### config.mk
export PLATFORM = sky130hd
export DESIGN_NAME = cpu_core
export DESIGN_NICKNAME = d
export VERILOG_FILES = /design/src/rtl/cpu_pkg.sv /design/src/rtl/cpu_alu.sv /design/src/rtl/cpu_cond.sv /design/src/rtl/cpu_regfile.sv /design/src/rtl/cpu_decode.sv /design/src/rtl/cpu_core.sv
export SDC_FILE = /design/constraint.sdc
export NUM_CORES = 1
export LEC_CHECK = 0
export BUFFER_PORTS_ARGS = -buffer_cell sky130_fd_sc_hd__buf_2
export CORE_MARGIN = 4
export CORE_UTILIZATION = 30
export CTS_BUF_LIST = sky130_fd_sc_hd__clkbuf_8
export DETAILED_ROUTE_END_ITERATION = 8
export GPL_ROUTABILITY_DRIVEN = 0
export PLACE_DENSITY = 0.48
export SLEW_MARGIN = 20
export SYNTH_ARGS = -nofsm -noshare
export SYNTH_HDL_FRONTEND = slang
export SYNTH_HIERARCHICAL = 1
export SYNTH_SLANG_ARGS = --single-unit
### constraint.sdc
create_clock -name clk -period 30.6 [get_ports clk]
set_clock_uncertainty 0.05 [all_clocks]
set_input_delay 7.65 -clock clk [delete_from_list [all_inputs] [get_ports clk]]
set_output_delay 7.65 -clock clk [all_outputs]
set_load 0.1 [all_outputs]
### src/rtl/cpu_pkg.sv
package cpu_pkg;

  localparam int REG_ID_W = 4;

  localparam logic [3:0] OPC_HALT = 4'h0;
  localparam logic [3:0] OPC_NOP  = 4'h1;
  localparam logic [3:0] OPC_MOVC = 4'h2;
  localparam logic [3:0] OPC_LDI  = 4'h3;
  localparam logic [3:0] OPC_ST   = 4'h4;
  localparam logic [3:0] OPC_LD   = 4'h5;
  localparam logic [3:0] OPC_ALU  = 4'h6;
  localparam logic [3:0] OPC_JMP  = 4'h7;
  localparam logic [3:0] OPC_CALL = 4'h8;
  localparam logic [3:0] OPC_RET  = 4'h9;
  localparam logic [3:0] OPC_PUSH = 4'hA;
  localparam logic [3:0] OPC_POP  = 4'hB;
  localparam logic [3:0] OPC_LDX  = 4'hC;

  localparam logic [3:0] REG_NONE = 4'hF;
  localparam logic [3:0] REG_SP   = 4'h4;

  localparam logic [1:0] ALU_ADD = 2'd0;
  localparam logic [1:0] ALU_SUB = 2'd1;
  localparam logic [1:0] ALU_AND = 2'd2;
  localparam logic [1:0] ALU_XOR = 2'd3;

  // ALU operand A source
  localparam logic [1:0] ASEL_REG   = 2'd0;
  localparam logic [1:0] ASEL_CONST = 2'd1;
  localparam logic [1:0] ASEL_PLUS  = 2'd2;
  localparam logic [1:0] ASEL_MINUS = 2'd3;

  typedef struct packed {
    logic zf;
    logic sf;
    logic of;
  } flags_t;

  typedef enum logic [1:0] {
    ST_RUN  = 2'd0,
    ST_HALT = 2'd1,
    ST_BAD  = 2'd2
  } run_e;

endpackage

### src/rtl/cpu_alu.sv
module cpu_alu import cpu_pkg::*; #(
  parameter int W = 32
) (
  input  logic [W-1:0] a_in,
  input  logic [W-1:0] b_in,
  input  logic [1:0]   fn,
  output logic [W-1:0] y,
  output flags_t       fl
);
  logic ovf;

  always_comb begin
    ovf = 1'b0;
    case (fn)
      ALU_ADD: begin
        y   = b_in + a_in;
        ovf = (a_in[W-1] == b_in[W-1]) && (y[W-1] != a_in[W-1]);
      end
      ALU_SUB: begin
        y   = b_in - a_in;
        ovf = (a_in[W-1] != b_in[W-1]) && (y[W-1] != b_in[W-1]);
      end
      ALU_AND: y = b_in & a_in;
      default: y = b_in ^ a_in;
    endcase
    fl.zf = (y == '0);
    fl.sf = y[W-1];
    fl.of = ovf;
  end
endmodule

### src/rtl/cpu_cond.sv
module cpu_cond import cpu_pkg::*; (
  input  logic [3:0] fn,
  input  flags_t     fl,
  output logic       ok
);
  logic lt;
  assign lt = fl.sf ^ fl.of;

  always_comb begin
    case (fn)
      4'd0:    ok = 1'b1;
      4'd1:    ok = lt | fl.zf;
      4'd2:    ok = lt;
      4'd3:    ok = fl.zf;
      4'd4:    ok = !fl.zf;
      4'd5:    ok = !lt;
      4'd6:    ok = !lt && !fl.zf;
      default: ok = 1'b0;
    endcase
  end
endmodule

### src/rtl/cpu_regfile.sv
module cpu_regfile import cpu_pkg::*; #(
  parameter int W    = 32,
  parameter int NREG = 8
) (
  input  logic                clk,
  input  logic                rst,
  input  logic [REG_ID_W-1:0] rd_a_id,
  input  logic [REG_ID_W-1:0] rd_b_id,
  output logic [W-1:0]        rd_a,
  output logic [W-1:0]        rd_b,
  input  logic                wr_e_en,
  input  logic [REG_ID_W-1:0] wr_e_id,
  input  logic [W-1:0]        wr_e_data,
  input  logic                wr_m_en,
  input  logic [REG_ID_W-1:0] wr_m_id,
  input  logic [W-1:0]        wr_m_data
);
  localparam int AW = (NREG > 1) ? $clog2(NREG) : 1;
  localparam logic [REG_ID_W-1:0] NREG_ID = REG_ID_W'(NREG);

  logic [W-1:0]    regs [NREG];
  logic [NREG-1:0] e_hit;
  logic [NREG-1:0] m_hit;

  for (genvar g = 0; g < NREG; g++) begin : g_hit
    assign e_hit[g] = wr_e_en && (wr_e_id == REG_ID_W'(g));
    assign m_hit[g] = wr_m_en && (wr_m_id == REG_ID_W'(g));
  end

  // the memory-side write has priority when both ports name one register
  always_ff @(posedge clk) begin
    for (int i = 0; i < NREG; i++) begin
      if (rst)           regs[i] <= '0;
      else if (m_hit[i]) regs[i] <= wr_m_data;
      else if (e_hit[i]) regs[i] <= wr_e_data;
    end
  end

  assign rd_a = (rd_a_id < NREG_ID) ? regs[rd_a_id[AW-1:0]] : '0;
  assign rd_b = (rd_b_id < NREG_ID) ? regs[rd_b_id[AW-1:0]] : '0;
endmodule

### src/rtl/cpu_decode.sv
module cpu_decode import cpu_pkg::*; #(
  parameter int W = 32
) (
  input  logic [8*(2+W/8)-1:0] fetch_bytes,
  output logic [3:0]           opc,
  output logic [3:0]           fn,
  output logic                 op_ok,
  output logic [2:0]           len,
  output logic [W-1:0]         cval,
  output logic [REG_ID_W-1:0]  src_a,
  output logic [REG_ID_W-1:0]  src_b,
  output logic [REG_ID_W-1:0]  dst_e,
  output logic [REG_ID_W-1:0]  dst_m,
  output logic [1:0]           a_sel,
  output logic                 b_zero,
  output logic [1:0]           alu_fn,
  output logic                 set_fl,
  output logic                 mem_wr,
  output logic                 addr_from_a,
  output logic                 wdata_seq,
  output logic                 cond_move
);
  logic [3:0] ra;
  logic [3:0] rb;

  assign opc  = fetch_bytes[7:4];
  assign fn   = fetch_bytes[3:0];
  assign ra   = fetch_bytes[15:12];
  assign rb   = fetch_bytes[11:8];
  // flow-control constants follow the opcode byte, others the register byte
  assign cval = (opc == OPC_JMP || opc == OPC_CALL) ? fetch_bytes[8 +: W]
                                                     : fetch_bytes[16 +: W];

  always_comb begin
    op_ok       = 1'b1;
    len         = 3'd1;
    src_a       = REG_NONE;
    src_b       = REG_NONE;
    dst_e       = REG_NONE;
    dst_m       = REG_NONE;
    a_sel       = ASEL_REG;
    b_zero      = 1'b0;
    alu_fn      = ALU_ADD;
    set_fl      = 1'b0;
    mem_wr      = 1'b0;
    addr_from_a = 1'b0;
    wdata_seq   = 1'b0;
    cond_move   = 1'b0;
    case (opc)
      OPC_HALT, OPC_NOP: len = 3'd1;
      OPC_MOVC: begin
        len = 3'd2; src_a = ra; b_zero = 1'b1; dst_e = rb;
        cond_move = 1'b1; op_ok = (fn <= 4'd6);
      end
      OPC_LDI: begin
        len = 3'd6; a_sel = ASEL_CONST; b_zero = 1'b1; dst_e = rb;
      end
      OPC_ST: begin
        len = 3'd6; src_a = ra; src_b = rb; a_sel = ASEL_CONST; mem_wr = 1'b1;
      end
      OPC_LD: begin
        len = 3'd6; src_b = rb; a_sel = ASEL_CONST; dst_m = ra;
      end
      OPC_ALU: begin
        len = 3'd2; src_a = ra; src_b = rb; alu_fn = fn[1:0];
        set_fl = 1'b1; dst_e = rb; op_ok = (fn <= 4'd3);
      end
      OPC_JMP: begin
        len = 3'd5; op_ok = (fn <= 4'd6);
      end
      OPC_CALL: begin
        len = 3'd5; src_b = REG_SP; a_sel = ASEL_MINUS; mem_wr = 1'b1;
        wdata_seq = 1'b1; dst_e = REG_SP;
      end
      OPC_RET: begin
        len = 3'd1; src_a = REG_SP; src_b = REG_SP; a_sel = ASEL_PLUS;
        addr_from_a = 1'b1; dst_e = REG_SP;
      end
      OPC_PUSH: begin
        len = 3'd2; src_a = ra; src_b = REG_SP; a_sel = ASEL_MINUS;
        mem_wr = 1'b1; dst_e = REG_SP;
      end
      OPC_POP: begin
        len = 3'd2; src_a = REG_SP; src_b = REG_SP; a_sel = ASEL_PLUS;
        addr_from_a = 1'b1; dst_e = REG_SP; dst_m = ra;
      end
      OPC_LDX: begin
        len = 3'd2; src_a = ra; src_b = rb; dst_m = rb;
      end
      default: op_ok = 1'b0;
    endcase
  end
endmodule

### src/rtl/cpu_core.sv
module cpu_core import cpu_pkg::*; #(
  parameter int W    = 32,
  parameter int NREG = 8
) (
  input  logic                 clk,
  input  logic                 rst,
  output logic [W-1:0]         fetch_addr,
  input  logic [8*(2+W/8)-1:0] fetch_bytes,
  output logic [W-1:0]         data_addr,
  input  logic [W-1:0]         data_rdata,
  output logic                 data_we,
  output logic [W-1:0]         data_wdata,
  output logic [1:0]           run_state
);
  localparam logic [W-1:0] STEP = W'(W / 8);

  logic [W-1:0] pc;
  run_e         st;
  flags_t       flags;

  logic [3:0]          opc, fn;
  logic                op_ok;
  logic [2:0]          len;
  logic [W-1:0]        cval;
  logic [REG_ID_W-1:0] src_a, src_b, dst_e_raw, dst_e, dst_m;
  logic [1:0]          a_sel, alu_fn;
  logic                b_zero, set_fl, mem_wr, addr_from_a, wdata_seq, cond_move;

  logic [W-1:0] val_a, val_b, alu_a, alu_b, alu_y, seq_pc, next_pc;
  flags_t       alu_fl;
  logic         cond_ok;
  logic         running, commit;

  cpu_decode #(.W(W)) u_dec (
    .fetch_bytes(fetch_bytes), .opc(opc), .fn(fn), .op_ok(op_ok), .len(len),
    .cval(cval), .src_a(src_a), .src_b(src_b), .dst_e(dst_e_raw), .dst_m(dst_m),
    .a_sel(a_sel), .b_zero(b_zero), .alu_fn(alu_fn), .set_fl(set_fl),
    .mem_wr(mem_wr), .addr_from_a(addr_from_a), .wdata_seq(wdata_seq),
    .cond_move(cond_move)
  );

  cpu_regfile #(.W(W), .NREG(NREG)) u_rf (
    .clk(clk), .rst(rst),
    .rd_a_id(src_a), .rd_b_id(src_b), .rd_a(val_a), .rd_b(val_b),
    .wr_e_en(commit), .wr_e_id(dst_e), .wr_e_data(alu_y),
    .wr_m_en(commit), .wr_m_id(dst_m), .wr_m_data(data_rdata)
  );

  cpu_cond u_cond (.fn(fn), .fl(flags), .ok(cond_ok));

  always_comb begin
    case (a_sel)
      ASEL_REG:   alu_a = val_a;
      ASEL_CONST: alu_a = cval;
      ASEL_PLUS:  alu_a = STEP;
      default:    alu_a = '0 - STEP;
    endcase
  end
  assign alu_b = b_zero ? '0 : val_b;

  cpu_alu #(.W(W)) u_alu (.a_in(alu_a), .b_in(alu_b), .fn(alu_fn), .y(alu_y), .fl(alu_fl));

  assign running = (st == ST_RUN);
  assign commit  = running && op_ok && (opc != OPC_HALT);
  assign dst_e   = (cond_move && !cond_ok) ? REG_NONE : dst_e_raw;
  assign seq_pc  = pc + W'(len);

  always_comb begin
    case (opc)
      OPC_JMP:  next_pc = cond_ok ? cval : seq_pc;
      OPC_CALL: next_pc = cval;
      OPC_RET:  next_pc = data_rdata;
      default:  next_pc = seq_pc;
    endcase
  end

  assign data_addr  = addr_from_a ? val_a : alu_y;
  assign data_wdata = wdata_seq ? seq_pc : val_a;
  assign data_we    = commit && mem_wr;

  always_ff @(posedge clk) begin
    if (rst) begin
      pc    <= '0;
      st    <= ST_RUN;
      flags <= '{zf: 1'b1, sf: 1'b0, of: 1'b0};
    end else if (running) begin
      if (!op_ok)                st <= ST_BAD;
      else if (opc == OPC_HALT)  st <= ST_HALT;
      else begin
        pc <= next_pc;
        if (set_fl) flags <= alu_fl;
      end
    end
  end

  assign fetch_addr = pc;
  assign run_state  = st;
endmodule

* Word-level counts from Yosys, hierarchy flattened
Memory sizes are Yosys's and may differ from the RTL's.
Cells that the tools add are included.
** Storage, ports and cells
- Flip-flop bits (word level) :: 37
- RAM bits :: 256
- Input port bits :: 82
- Output and inout port bits :: 99
- Logic and storage cells :: 231
- Memories :: 1
** Memory list
- u_rf.regs :: words 8, width 32, rd ports 2, clocked after Yosys merged registers in 0, write ports 8, line cpu_regfile.sv:21 : logic [W-1:0] regs [NREG];
** Operators by class
- Add/sub/neg operators :: 3
- Order comparisons :: 4
- Equal/unequal tests :: 41
- Multiplexer cells :: 103
- Bitwise logic cells :: 21
- Reduce and logical (&&, ||, !) cells :: 53
** Operators by type and width (count)
- two-way mux 32 bit :: 23
- case mux 32 bit (3 select lines) :: 3
- two-way mux 1 bit :: 64
- == test 4 x 3 -> 1 bit (second input constant) :: 15
- adder 32 x 3 -> 32 bit :: 1
- adder 32 bit :: 1
- AND 32 bit :: 1
- == test 4 x 2 -> 1 bit (second input constant) :: 8
- zero test 32 bit :: 1
- case mux 4 bit (2 select lines) :: 4
- subtractor 32 bit :: 1
- XOR 32 bit :: 1
- logical AND 1 bit :: 23
- == test 4 bit (second input constant) :: 5
- bitwise OR 1 bit :: 17
- == test 4 x 1 -> 1 bit (second input constant) :: 4
- zero test 4 bit :: 4
- OR reduction 2 bit :: 6
- OR reduction 10 bit :: 1
- OR reduction 5 bit :: 2
- case mux 3 bit (3 select lines) :: 1
- OR reduction 3 bit :: 3
- < comparator 4 bit (second input constant) :: 2
- OR reduction 4 bit :: 2
- 22 further kinds :: 32

* Longest topological paths before layout
Gate-level depths: netlist of the first run.
- Depth after elaboration :: 14
- Mapped depth :: 28
- Depth with buffers taken out :: 25

* Hierarchy
The synthesis of the first run kept the hierarchy.
** Modules (own cells, without submodules)
- cpu_regfile :: instances 1, cells each 982, area an instance 14789.2 um2, sequential area each 7687.4 um2
- cpu_alu :: instances 1, cells each 698, area an instance 4539.4 um2, sequential area each 0.0 um2
- cpu_core :: instances 1, cells each 612, area an instance 4247.8 um2, sequential area each 740.7 um2
- cpu_decode :: instances 1, cells each 115, area an instance 907.1 um2, sequential area each 0.0 um2
- cpu_cond :: instances 1, cells each 10, area an instance 81.3 um2, sequential area each 0.0 um2

* Least setup slack after synthesis of the first run
OpenSTA, ideal clock, no wires.
- Kind :: input -> output
- Start :: input port fetch_bytes[5]
- End :: output port data_addr[31]
- Arrival :: 13.125 ns
- Data required time :: 22.900 ns
- Setup slack :: 9.775 ns
- Stages :: 25
- Path buffers :: 5
- Cells stage by stage :: clkbuf_1 > nor2b_1 > o21bai_1 > o21a_1 > clkbuf_1 > buf_2 > mux4_2 > mux2i_1 > nor2_1 > nor2b_1 > a211o_1 > inv_1 > ha_1 > buf_6 > a221o_1 > a211oi_1 > o21bai_1 > a211oi_1 > o21ai_0 > a31oi_1 > xor2_1 > o32ai_1 > nor2_1 > buf_4 > mux2_2
** RTL lines
- start: declaration :: line cpu_core.sv:8 : input logic [8*(2+W/8)-1:0] fetch_bytes,
- end: declaration :: line cpu_core.sv:9 : output logic [W-1:0] data_addr,

* Worst setup path after layout of the first run
- Start :: input port fetch_bytes[6]
- End :: output port data_addr[30]
** Between the ends
- Elaborated cells between the ends (all ways) :: 45
- Those cells by class :: add/sub (2); order compare (2); eq/ne (15); mux (13); bitwise (2); reduce/logical (10); memory (1)
** RTL lines
- == test 4 x 3 -> 1 bit (tied with other cells) :: line cpu_decode.sv:49 : case (opc)
- OR reduction 3 bit (no source line) or OR reduction 2 bit (tied branches)
- case mux 2 bit (3 select lines) * :: line cpu_decode.sv:49
- named net a_sel[1] :: line cpu_core.sv:26 : logic [1:0] a_sel, alu_fn;
- == test 2 bit (tied with other cells) :: line cpu_core.sv:52 : case (a_sel)
- case mux 32 bit (3 select lines) * :: line cpu_core.sv:52
- named net alu_a[1] :: line cpu_core.sv:29 : logic [W-1:0] val_a, val_b, alu_a, alu_b, alu_y, seq_pc, next_pc;
- subtractor 32 bit or adder 32 bit (tied branches) :: line cpu_alu.sv:20, cpu_alu.sv:16
- case mux 32 bit (3 select lines) * :: line cpu_alu.sv:14 : case (fn)
- named net alu_y[30] :: line cpu_core.sv:29
- two-way mux 32 bit * :: line cpu_core.sv:77 : assign data_addr = addr_from_a ? val_a : alu_y;
Mark *: on every way through the listed nets, which the timed path passes. The rest lies on a longest branch.

==> key figures, run 1 <==
Global route
  – Antenna violations before repair: 13
  – Maximum number of pins on one net before global-route repair: 62
  – Overall track demand over capacity in global routing: 25.1%
  – Remaining global-route overflow: 0
  – Global-route wire length before repair: 160,000 microns
  – Via count of the first global-routing pass: 21,758

Critical path
  – Crit path launch type: primary input
  – Largest delay share family, worst path: compound AO/OA/AOI/OAI gates
  – Crit path largest cell delay: 800 ps
  – Endpoint class of the critical path: output pin
  – Required time of the worst setup path: 22,900 ps
  – Critical path buffers and inverters: 6
  – Worst-path fanout max: 41
  – Cell at the slowest stage of the critical path: buf_4
  – Arrival time at the worst endpoint: 15,650 ps
  – Worst setup path class: in2out

Die
  – Die W: 294 microns
  – Boundary Pins: 181
  – Floorplan die area: 86,500 sq um
  – Number of core rows: 104
  – Initial Util: 30.4%
  – Area of the placeable core: 80,800 sq um
  – Die span in y: 294 microns

STA
  – Final Max Slew Viols: 0
  – Highest achievable clock rate: 0.0428 GHz
  – Hold Violations, Final: 0
  – RSZ-0062 raised after global routing: false
  – Worst slew slack as a fraction of its limit: 23.0%
  – Actual transition at the worst max-transition pin: 1160 ps
  – Worst Setup Slack, final: 7250 ps
  – Share of the clock period used by the worst path after layout: 76.3%
  – Setup TNS: 0 ps
  – Final-report setup violation count: 0
  – Post-layout minimum cycle time: 23,350 ps

Synth
  – Syn_nets: 2,569
  – Top flip-flop cell by instance count after synthesis: edfxtp_1
  – Number of warnings printed during yosys synthesis: 6
  – Syn_area_per_cell: 10.2 sq um
  – Number of flip-flops and latches in the synthesized netlist: 293
  – Count of mapped cells out of synthesis: 2,417
  – Cell variety after synth: 99
  – Share of synthesized area occupied by flip-flops and latches: 34.3%
  – Number of enable flip-flop cells after synthesis: 256
  – Post-Syn Area: 24,600 sq um
  – Post-synth ARST share: 0%

Layout
  – Most common cell after layout, fill and taps aside: edfxtp_1
  – Area Overhead vs Synth: 10.9%
  – Nets@finish: 2,591
  – Total area of multi-input combinational cells: 14,800 sq um
  – Final design instance area without fill: 27,200 sq um
  – Number of fillers in the final layout: 8,135
  – Area taken by flip-flops and latches: 8430 sq um
  – Ratio of cells with drive above 1 in the final layout: 22.9%
  – Top library cells by usage in the layout, fill and taps aside: edfxtp_1 (256), a22o_1 (231), nor2_1 (186)

Power
  – Worst VDD drop: 0.0311 mV
  – Areal power density over the cells: 50.6 nW/um^2
  – Leakage: 10.6 nW
  – Power, Total: 1.38 mW

Place
  – Standard cell area after detailed placement: 26,200 sq um
  – DP Wirelength: 76,300 microns
  – Worst setup timing slack at the placement stage: 7350 ps
  – Buffers on Ports: 180

Drt
  – Remaining routing DRC violations: 0
  – Vias per Instance: 6.29
  – DR WL/cell: 31.8 microns
  – Number of iterations in the first detailed-routing pass: 6
  – Number of DRC markers in iteration 0: 2,918
  – Wire length after detailed routing: 113,000 microns
  – DR vias: 22,304
  – Number of nets still failing antenna checks after routing: 0

Run
  – Max cap viols: 0

Clocking
  – Longest Clk Path Bufs: 3
  – Clock Pin Slew Worst Setup and Hold Paths: 50 ps
  – CTS hold repair buffers: 0
  – Post-CTS Setup Inserts: 0
  – Insertion delay to the later sink of the worst-skew pair: 690 ps
  – CTS tree: yes
  – Number of sinks driven by the clock tree: 293
  – Master cell of the clock root buffer: clkbuf_8
  – Htree depth: 2
  – CTS resizes: 0
  – Cts bufs inserted: 54

Run status
  – Status: finished clean

Worst hold path
  – Type of the most critical hold path: reg2reg
registers in the layout, summed over array words and instances (netlist names):
signal / cells
run_state: 2
u_rf/regs: 256
fetch_addr: 32
flags: 3
path summary, 6_finish.rpt:
check,start,endpoint,slack (ps),cells after the start
setup / recovery,fetch_bytes[6],data_addr[30],7250,26
hold / removal,flags[1]$_SDFFE_PP0P_,flags[1]$_SDFFE_PP0P_,440,2
setup reg to reg,u_rf/regs[1][0]$_DFFE_PP_,flags[2]$_SDFFE_PP1P_,23820,21
hold reg to reg,flags[1]$_SDFFE_PP0P_,flags[1]$_SDFFE_PP0P_,440,2
logic make-up (layout without fill, tap and decap cells):
| kind of cell | count (synthesis) | after routing | share of synthesized area, % |
|---|---|---|---|
| AOI/OAI and AO/OA | 766 | 766 | 23.6 |
| muxes | 280 | 280 | 18.3 |
| xor gates and xnor gates | 42 | 42 | 1.50 |
| DFF | 293 | 293 | 34.3 |
| buffers and inverters | 368 | 429 | 6.39 |
| adders and majority gates | 70 | 70 | 3.66 |
| and+or+nand+nor | 598 | 598 | 12.2 |
| other | 0 | 8 | 0 |
metal layers:
metal / share of wire (%) / track usage, %
met5: 0.012 / 0
met4: 3.6 / 8.48
met1: 41 / 34.2
met2: 45 / 40.1
met3: 10 / 5.25
metrics by stage:
step	utilization, %	instances	hold slack (ps)
floorplan	-	2417	399
global placement	32.4	3443	413
detailed placement	32.4	3443	424
CTS	33.7	3538	431
global route	33.7	3540	459
finish	33.7	3546	436
power breakdown:
group          internal [mW]  leakage, nW  total (mW)  switching, mW
registers              0.456         2.96       0.474         0.0183
logic                  0.142         7.08       0.538          0.396
clock network          0.179        0.581       0.365          0.186
total                  0.778         10.6        1.38          0.600
cell usage after synthesis (25+ instances only):
| library cell | count | area share, % |
|---|---|---|
| buf_1 | 78 | 1.2 |
| edfxtp_1 | 256 | 31 |
| mux2_2 | 65 | 3.0 |
| a21oi_1 | 120 | 2.4 |
| mux2i_1 | 81 | 3.3 |
| nand3_1 | 39 | 0.79 |
| inv_1 | 86 | 1.3 |
| nor2b_1 | 48 | 1.2 |
| mux4_2 | 129 | 12 |
| o21ai_0 | 102 | 2.1 |
| xnor2_1 | 32 | 1.1 |
| a22o_1 | 231 | 8.2 |
| nand2b_1 | 25 | 0.64 |
| ha_1 | 67 | 3.4 |
| nor3_1 | 51 | 1.0 |
| dfxtp_1 | 37 | 3.0 |
| buf_2 | 54 | 1.1 |
| a32o_1 | 33 | 1.3 |
| nand2_1 | 132 | 2.0 |
| nor2_1 | 192 | 2.9 |
| clkbuf_1 | 123 | 1.9 |
layout make-up:
cell class                      instances  area share, %
Multi-Input combinational cell       1756           54.2
Sequential cell                       293           30.9
Timing Repair Buffer                  244           5.07
Inverter                               90           1.24
Clock inverter                         39          0.804
Tap cell                             1060           4.87
Antenna cell                            8         0.0735
Clock buffer                           56           2.83
worst min-delay path: cells and delay by family (launching register included):
family             cells  cell delay, ps
DFF                    1             320
and+or+nand+nor        1              60
AOI/OAI and AO/OA      1              60
Power figures use the tool's default switching activity.
==> run 2, diff against run 1 <==
clock period = 21.9 ns   (was 30.6 ns; I/O delays follow)
==> run 2 against run 1 <==
  * Design area about the same
  * Sequential share of layout area about the same
  * Hold slack improved by 4.1 ps
  * Flip-flop and latch count did not move
  * Via count rose by 0.61%
  * Utilization about the same
  * Sequential power is 40% higher
  * Critical endpoint unchanged
==> key figures, run 2 (same netlist as run 1, synthesis figures left out) <==
Global route
  – Via count of the first global-routing pass: 21,778 (was 21,758)
  – Global-route wire length before repair: 161,000 microns (was 160,000 microns)
  – Antenna violations before repair: 16 (was 13)
  – Remaining global-route overflow: 0 (unchanged)
  – Maximum number of pins on one net before global-route repair: 62 (unchanged)
  – Overall track demand over capacity in global routing: 25.3% (was 25.1%)

Critical path
  – Endpoint class of the critical path: output pin (unchanged)
  – Crit path launch type: primary input (unchanged)
  – Required time of the worst setup path: 16,380 ps (was 22,900 ps)
  – Cell-by-cell listing of the critical path: buf_2 -> a21oi_1 -> o21ai_0 -> o21a_4 -> buf_4 -> mux4_2 -> mux2i_1 -> nor2_1 -> nor2b_1 -> ha_1 -> nand4_1 -> nor2_1 -> a32oi_1 -> a41oi_1 -> a31oi_1 -> o221ai_1 -> a211o_1 -> a211oi_1 -> a221oi_1 -> o21ai_1 -> mux2_2 -> buf_2
  – Worst setup path class: in2out (unchanged)
  – Cell at the slowest stage of the critical path: o21a_4 (was buf_4)
  – Crit path largest cell delay: 820 ps (was 800 ps)
  – Arrival time at the worst endpoint: 13,170 ps (was 15,650 ps)
  – Worst-path fanout max: 39 (was 41)

Clocking
  – Htree depth: 2 (unchanged)
  – Master cell of the clock root buffer: clkbuf_8 (unchanged)
  – Longest Clk Path Bufs: 3 (unchanged)
  – Number of sinks driven by the clock tree: 293 (unchanged)
  – Clock Pin Slew Worst Setup and Hold Paths: 70 ps (was 50 ps)
  – Post-CTS Setup Inserts: 0 (unchanged)
  – Cts bufs inserted: 53 (was 54)
  – CTS resizes: 0 (unchanged)
  – Insertion delay to the later sink of the worst-skew pair: 670 ps (was 690 ps)
  – CTS hold repair buffers: 0 (unchanged)
  – CTS tree: yes (unchanged)

Power
  – Share of power burned in registers: 34.5% (was 34.4%)
  – Worst VDD drop: 0.0407 mV (was 0.0311 mV)
  – Leakage: 10.6 nW (about the same)
  – Net switching power figure: 834 uW (was 600 uW)
  – Sw Share: 43.4% (was 43.5%)
  – Internal power: 1.09 mW (was 778 uW)
  – Power, Total: 1.92 mW (was 1.38 mW)
  – Areal power density over the cells: 70.5 nW/um^2 (was 50.6 nW/um^2)
  – Part of the power in the clock network: 26.3% (was 26.5%)
  – Combinational share of power: 39.1% (was 39.0%)

Drt
  – Number of nets still failing antenna checks after routing: 0 (unchanged)
  – DR WL/cell: 31.9 microns (was 31.8 microns)
  – Number of iterations in the first detailed-routing pass: 6 (unchanged)
  – Vias per Instance: 6.33 (was 6.29)
  – DR vias: 22,440 (was 22,304)
  – Remaining routing DRC violations: 0 (unchanged)
  – Wire length after detailed routing: 113,000 microns (about the same)
  – Number of DRC markers in iteration 0: 2,936 (was 2,918)

STA
  – Post-layout minimum cycle time: 18,700 ps
  – Final-report setup violation count: 0 (unchanged)
  – Setup TNS: 0 ps (unchanged)
  – Final Max Slew Viols: 0 (unchanged)
  – Worst slew slack as a fraction of its limit: 20.3% (was 23.0%)
  – Hold Violations, Final: 0 (unchanged)
  – Actual transition at the worst max-transition pin: 1200 ps (was 1160 ps)
  – Highest achievable clock rate: 0.0535 GHz
  – RSZ-0062 raised after global routing: false (unchanged)
  – Share of the clock period used by the worst path after layout: 85.4%

Layout
  – Largest register FFs: 256 (unchanged)
  – Most flops, register: u_rf/regs (unchanged)
  – Most common cell after layout, fill and taps aside: edfxtp_1 (unchanged)
  – Area Overhead vs Synth: 10.8% (was 10.9%)
  – Ratio of cells with drive above 1 in the final layout: 23.0% (was 22.9%)
  – Top library cells by usage in the layout, fill and taps aside: edfxtp_1 (256), a22o_1 (231), nor2_1 (186) (unchanged)
  – Final design instance area without fill: 27,200 sq um (about the same)
  – Nets@finish: 2,591 (unchanged)

Die
  – Number of core rows: 104 (unchanged)
  – Initial Util: 30.4% (unchanged)
  – Area of the placeable core: 80,800 sq um (unchanged)
  – Die span in y: 294 microns (unchanged)
  – Floorplan die area: 86,500 sq um (unchanged)
  – Boundary Pins: 181 (unchanged)
  – Die W: 294 microns (unchanged)

Place
  – Buffers on Ports: 180 (unchanged)
  – Standard cell area after detailed placement: 26,200 sq um (about the same)
  – DP Wirelength: 76,900 microns (was 76,300 microns)

Run
  – Max cap viols: 0 (unchanged)

Worst hold path
  – Type of the most critical hold path: reg2reg (unchanged)

Run status
  – Status: finished clean (unchanged)
==> run 2: changes by cell type in the layout (fill, tap and decap cells not counted), moves of 2 or more <==
cell	change
clkbuf_8	-3
clkinv_2	+5
clkinv_1	+2
inv_1	-6
==> run 2: area by class of cell <==
cell class                 instances  area (sq um)
fill                            8127         53600
multi-input combinational       1756         14800
sequential                       293          8430
timing repair buffer             245          1390
tap                             1060          1330
clock buffer                      53           729
inverter                          90           338
clock inverter                    39           235
antenna                            9          22.5
==> run 2: power groups by stage <==
stage	Combinational, mW	Clock, mW	Sequential (mW)
3_5_place_dp	0.736	0	0.674
4_1_cts	0.738	0.513	0.662
3_3_place_gp	0.734	0	0.672
5_1_grt	0.784	0.538	0.666
6_report	0.751	0.505	0.663
2_1_floorplan	0.488	0	0.714
==> run 2: metrics by stage <==
step / hold slack (ps) / instances / utilization (%) / worst slack [ps]
global placement: 415 / 3444 / 32.5 / 3390
detailed placement: 425 / 3444 / 32.5 / 3260
floorplan: 399 / 2417 / - / 5430
finish: 440 / 3545 / 33.7 / 3200
global route: 444 / 3539 / 33.7 / 2680
CTS: 433 / 3536 / 33.7 / 3210
==> run 2: per-layer routing <==
metal | track usage [%] | part of all wire, %
met1 | 34.5 | 41
met3 | 5.49 | 10
met4 | 8.91 | 3.8
met5 | 0 | 0.045
met2 | 39.8 | 45
==> run 2: path summary, 6_finish.rpt <==
check | to | cells after the start | slack [ps] | startpoint
setup / recovery | data_addr[30] | 22 | 3200 | fetch_bytes[4]
hold / removal | flags[0]$_SDFFE_PP0P_ | 2 | 440 | flags[0]$_SDFFE_PP0P_
setup reg to reg | flags[2]$_SDFFE_PP1P_ | 21 | 15010 | u_rf/regs[5][0]$_DFFE_PP_
hold reg to reg | flags[0]$_SDFFE_PP0P_ | 2 | 440 | flags[0]$_SDFFE_PP0P_
==> run 2: worst max-delay path, delay by kind of cell <==
family                     cells  cell delay (ps)
adders and majority gates      1              500
AOI/OAI and AO/OA             11             3970
muxes                          3             1070
and+or+nand+nor                4              610
buffers and inverters          3             1450
